**src/rtl/hzd_pkg.sv**
```systemverilog
package hzd_pkg;

  // number of source operands compared per decode instruction
  localparam int unsigned NUM_SRC = 2;

  // why the pipeline must wait
  typedef enum logic [1:0] {
    CAUSE_NONE = 2'd0,
    CAUSE_LOAD = 2'd1,
    CAUSE_CTRL = 2'd2
  } hzd_cause_e;

endpackage

```
**src/rtl/hzd_src_match.sv**
```systemverilog
module hzd_src_match #(
  parameter int unsigned IDX_W = 5
) (
  input  logic [IDX_W-1:0] dst_idx,
  input  logic [IDX_W-1:0] src_idx,
  output logic             hit
);

  // plain index equality; the x0 filter is applied once at the top
  always_comb begin
    hit = (dst_idx == src_idx);
  end

endmodule

```
**src/rtl/hzd_cause_sel.sv**
```systemverilog
module hzd_cause_sel
  import hzd_pkg::*;
(
  input  logic       dst_live,
  input  logic       any_hit,
  input  logic       ex_load,
  input  logic       ex_reg_wr,
  input  logic       dec_ctrl_xfer,
  output hzd_cause_e cause
);

  always_comb begin
    cause = CAUSE_NONE;
    if (dst_live && any_hit) begin
      // a load result is never forwardable in time
      if (ex_load) begin
        cause = CAUSE_LOAD;
      // decode-resolved transfer needs an operand still in the ALU
      end else if (dec_ctrl_xfer && ex_reg_wr) begin
        cause = CAUSE_CTRL;
      end
    end
  end

endmodule

```
**src/rtl/hazard_stall_unit.sv**
```systemverilog
module hazard_stall_unit
  import hzd_pkg::*;
#(
  parameter int unsigned IDX_W = 5
) (
  input  logic             ex_load_i,
  input  logic [IDX_W-1:0] ex_dst_idx_i,
  input  logic [IDX_W-1:0] dec_rs1_idx_i,
  input  logic [IDX_W-1:0] dec_rs2_idx_i,
  input  logic             dec_ctrl_xfer_i,
  input  logic             ex_reg_wr_i,
  output logic             bubble_o
);

  logic [NUM_SRC-1:0][IDX_W-1:0] src_idx;
  logic [NUM_SRC-1:0]            src_hit;
  logic                          dst_live;
  hzd_cause_e                    cause;

  assign src_idx[0] = dec_rs1_idx_i;
  assign src_idx[1] = dec_rs2_idx_i;

  // register 0 is hard-wired, so it never carries a pending result
  assign dst_live = (ex_dst_idx_i != '0);

  for (genvar g = 0; g < NUM_SRC; g++) begin : g_src
    hzd_src_match #(.IDX_W(IDX_W)) u_match (
      .dst_idx (ex_dst_idx_i),
      .src_idx (src_idx[g]),
      .hit     (src_hit[g])
    );
  end

  hzd_cause_sel u_cause (
    .dst_live      (dst_live),
    .any_hit       (|src_hit),
    .ex_load       (ex_load_i),
    .ex_reg_wr     (ex_reg_wr_i),
    .dec_ctrl_xfer (dec_ctrl_xfer_i),
    .cause         (cause)
  );

  assign bubble_o = (cause != CAUSE_NONE);

endmodule

```
**config.mk**
```make
export PLATFORM = sky130hd
export DESIGN_NAME = hazard_stall_unit
export DESIGN_NICKNAME = d
export VERILOG_FILES = /design/src/rtl/hzd_pkg.sv /design/src/rtl/hzd_src_match.sv /design/src/rtl/hzd_cause_sel.sv /design/src/rtl/hazard_stall_unit.sv
export SDC_FILE = /design/constraint.sdc
export NUM_CORES = 1
export LEC_CHECK = 0
export BUFFER_PORTS_ARGS = -buffer_cell sky130_fd_sc_hd__buf_2
export CAP_MARGIN = 20
export CORE_AREA = 2 2 39 41
export DETAILED_ROUTE_END_ITERATION = 8
export DIE_AREA = 0 0 41 43
export GPL_TIMING_DRIVEN = 0
export MAX_ROUTING_LAYER = met4
export SYNTH_ARGS = -nofsm -noshare
export SYNTH_HDL_FRONTEND = slang
export SYNTH_SLANG_ARGS = --single-unit
```
**constraint.sdc**
```tcl
create_clock -name vclk -period 2.56
set_input_delay 0.512 -clock vclk [all_inputs]
set_output_delay 0.512 -clock vclk [all_outputs]
set_load 0.03 [all_outputs]
```
==> flow_summary_export.csv <==
group,metric,value,unit
floorplanning,die_h,43,microns
cells_and_area,synthToLayoutAreaGrowth,84.40,%
timing,finalMaxSlewViolations,0,
cts,post_cts_buffers,0,
synth,avgSynthCellArea,7.577,sq um
synth,syn_inst,18,
timing,setup-tns-final,0,ps
worst_setup_path,endpoint_kind,"output port",
routing,routedWlPerCell,7.698,microns
floorplanning,num_rows,14,
power,switching_power,0.01647,mW
cells_and_area,seq_cell_count,0,
routing,drtAntennaViolNets,0,
power,power_frac_clock,0,%
synth,synthesis.area,136.4,sq um
run_status,status,"finished clean",
timing,final-setup-viol-count,0,
timing,post-route-min-period,2009,ps
global_routing,grt_pass1_wl,607,microns
global_routing,antenna_found_initial,0,
worst_setup_path,critical_path_peak_fanout,3,
synth,synth_top_area_cell,"xor2_1",
floorplanning,die_area,1763,sq um
placement,finalWeightedCongestion,0.6215,
synth,netlist.area_leader.share,38.53,%
cells_and_area,final_cells,53,
global_routing,grt_max_degree,4,
hold_path,hold_path.class,"input port to output port",
cells_and_area,regArea,0,sq um
cells_and_area,nFillCells,167,
power,total_power,0.03678,mW
floorplanning,die_x,41,microns
placement,dp_cells,53,
placement,portBuffers,19,
routing,drt_wl_total,408,microns
power,pwr_density_cell,146.2,nW/um^2
routing,drt_iter0_drc,0,
global_routing,overflow,0,
timing,period_share,78.46,%
timing,hold_violations,0,
timing,rsz0062_at_grt,"false",
power,ir_worst_vdd,0.00002399,V
hold_path,worstHoldEndpoint,"bubble_o",
cells_and_area,clockBufferCount,0,
worst_setup_path,cp-start-kind,"input port",
routing,vias_per_cell,3.604,
job,drv_cap,0,
synth,ys_types,9,
timing,worst_slew_pin_slew,173.0,ps
global_routing,grt_pass1_vias,168,
hold_path,whs_path_depth,4,
cells_and_area,nets,57,
power,switching_share,44.78,%
floorplanning,core_area,1384,sq um
power,combPwrFrac,100.0,%
power,cellInternalPower,0.02031,mW
routing,drc,0,
routing,drt_first_pass_iters,1,
worst_setup_path,cp_data_required_time,2050,ps
timing,fmax,0.4979,GHz
power,pwr-share-seq,0,%
routing,num_vias,191,
cells_and_area,n_antenna_cell,0,
cts,cts_hold_buf,0,
synth,yosysSeqAreaShare,0,%
synth,ys_top_cells_by_area,"xor2_1 39%, xnor2_1 26%, nand3_1 7.3%",
timing,timing.slew.headroom,88.38,%
floorplanning,start_util,9.855,%
worst_setup_path,path_class,"input port to output port",
worst_setup_path,critPathArrivalTime,1500,ps
floorplanning,io_pins,19,
power,p_leak,0.1199,nW
synth,ys_warn_count,0,
cells_and_area,postLayoutCoreUtil,18.17,%
cts,cts_resized,0,
global_routing,grt_usage,4.708,%
hold_path,min_from,"ex_load_i",
cells_and_area,layout-drive-gt1-share,54.05,%
synth,syn_nets,36,
==> stage by stage <==
stage / instance area [sq um] / hold WS (ps) / setup slack, ps
6_report: 251.5 / 1445 / 551.4
5_1_grt: 251.5 / 1475 / 443.6
4_1_cts: 251.5 / 1453 / 518.7
3_5_place_dp: 251.5 / 1453 / 528.7
3_3_place_gp: 251.5 / 1450 / 539.9
2_1_floorplan: 136.4 / 1242 / 358.4
==> power groups by stage <==
| stage | clock, mW | sequential, mW | combinational [mW] |
|---|---|---|---|
| floorplan | 0 | 0 | 0.0171 |
| global placement | 0 | 0 | 0.0364 |
| detailed placement | 0 | 0 | 0.0371 |
| CTS | 0 | 0 | 0.0373 |
| global route | 0 | 0 | 0.0411 |
| finish | 0 | 0 | 0.0368 |
==> per-layer routing <==
metal,GRT usage [%],wire length (microns),up-vias
met1,6.646,171,78
met4,0,0,0
met3,0,60,0
met2,7.813,176,12
met5,-,0,-
li1,-,-,101
==> final cells by class <==
cell class	count	area (sq um)	area share (%)
tap	16	20.02	7.960
multi-input combinational	18	136.4	54.23
timing repair buffer	19	95.09	37.81
==> synthesized netlist by cell type <==
| master | instances |
|---|---|
| nor3_1 | 1 |
| nor2_1 | 1 |
| or4_1 | 1 |
| a21oi_1 | 1 |
| nor3_2 | 1 |
| xor2_1 | 6 |
| xnor2_1 | 4 |
| a211oi_1 | 1 |
| nand3_1 | 2 |
==> cells in the final DEF, fill, tap and decap left out, drive strengths merged <==
cell type / Yosys / final
buf: 0 / 19
xor2: 6 / 6
xnor2: 4 / 4
nand3: 2 / 2
nor3: 2 / 2
or4: 1 / 1
nor2: 1 / 1
a21oi: 1 / 1
a211oi: 1 / 1
==> worst max path at each step <==
stage | startpoint | end | slack, ps | cells after the start
2_1_floorplan | dec_rs1_idx_i[0] | bubble_o | 360 | 4
3_3_place_gp | ex_dst_idx_i[3] | bubble_o | 540 | 6
3_5_place_dp | ex_dst_idx_i[3] | bubble_o | 530 | 6
4_1_cts | ex_dst_idx_i[3] | bubble_o | 520 | 6
5_1_grt | ex_dst_idx_i[3] | bubble_o | 440 | 6
6_report | ex_dst_idx_i[3] | bubble_o | 550 | 6
==> worst max-delay path, cell delays in order <==
cell and delay, ps:
buf_2 120, xor2_1 160, nor3_1 200, nand3_1 90, a211oi_1 190, buf_2 230
==> kinds of logic (layout without fill, tap and decap cells) <==
logic type | Yosys count | after routing | synth area share [%]
xor gates and xnor gates | 10 | 10 | 64.22
and+or+nand+nor | 6 | 6 | 26.60
AOI/OAI and AO/OA | 2 | 2 | 9.173
buffers and inverters | 0 | 19 | 0
No activity file was read; power rests on OpenSTA's default activity.
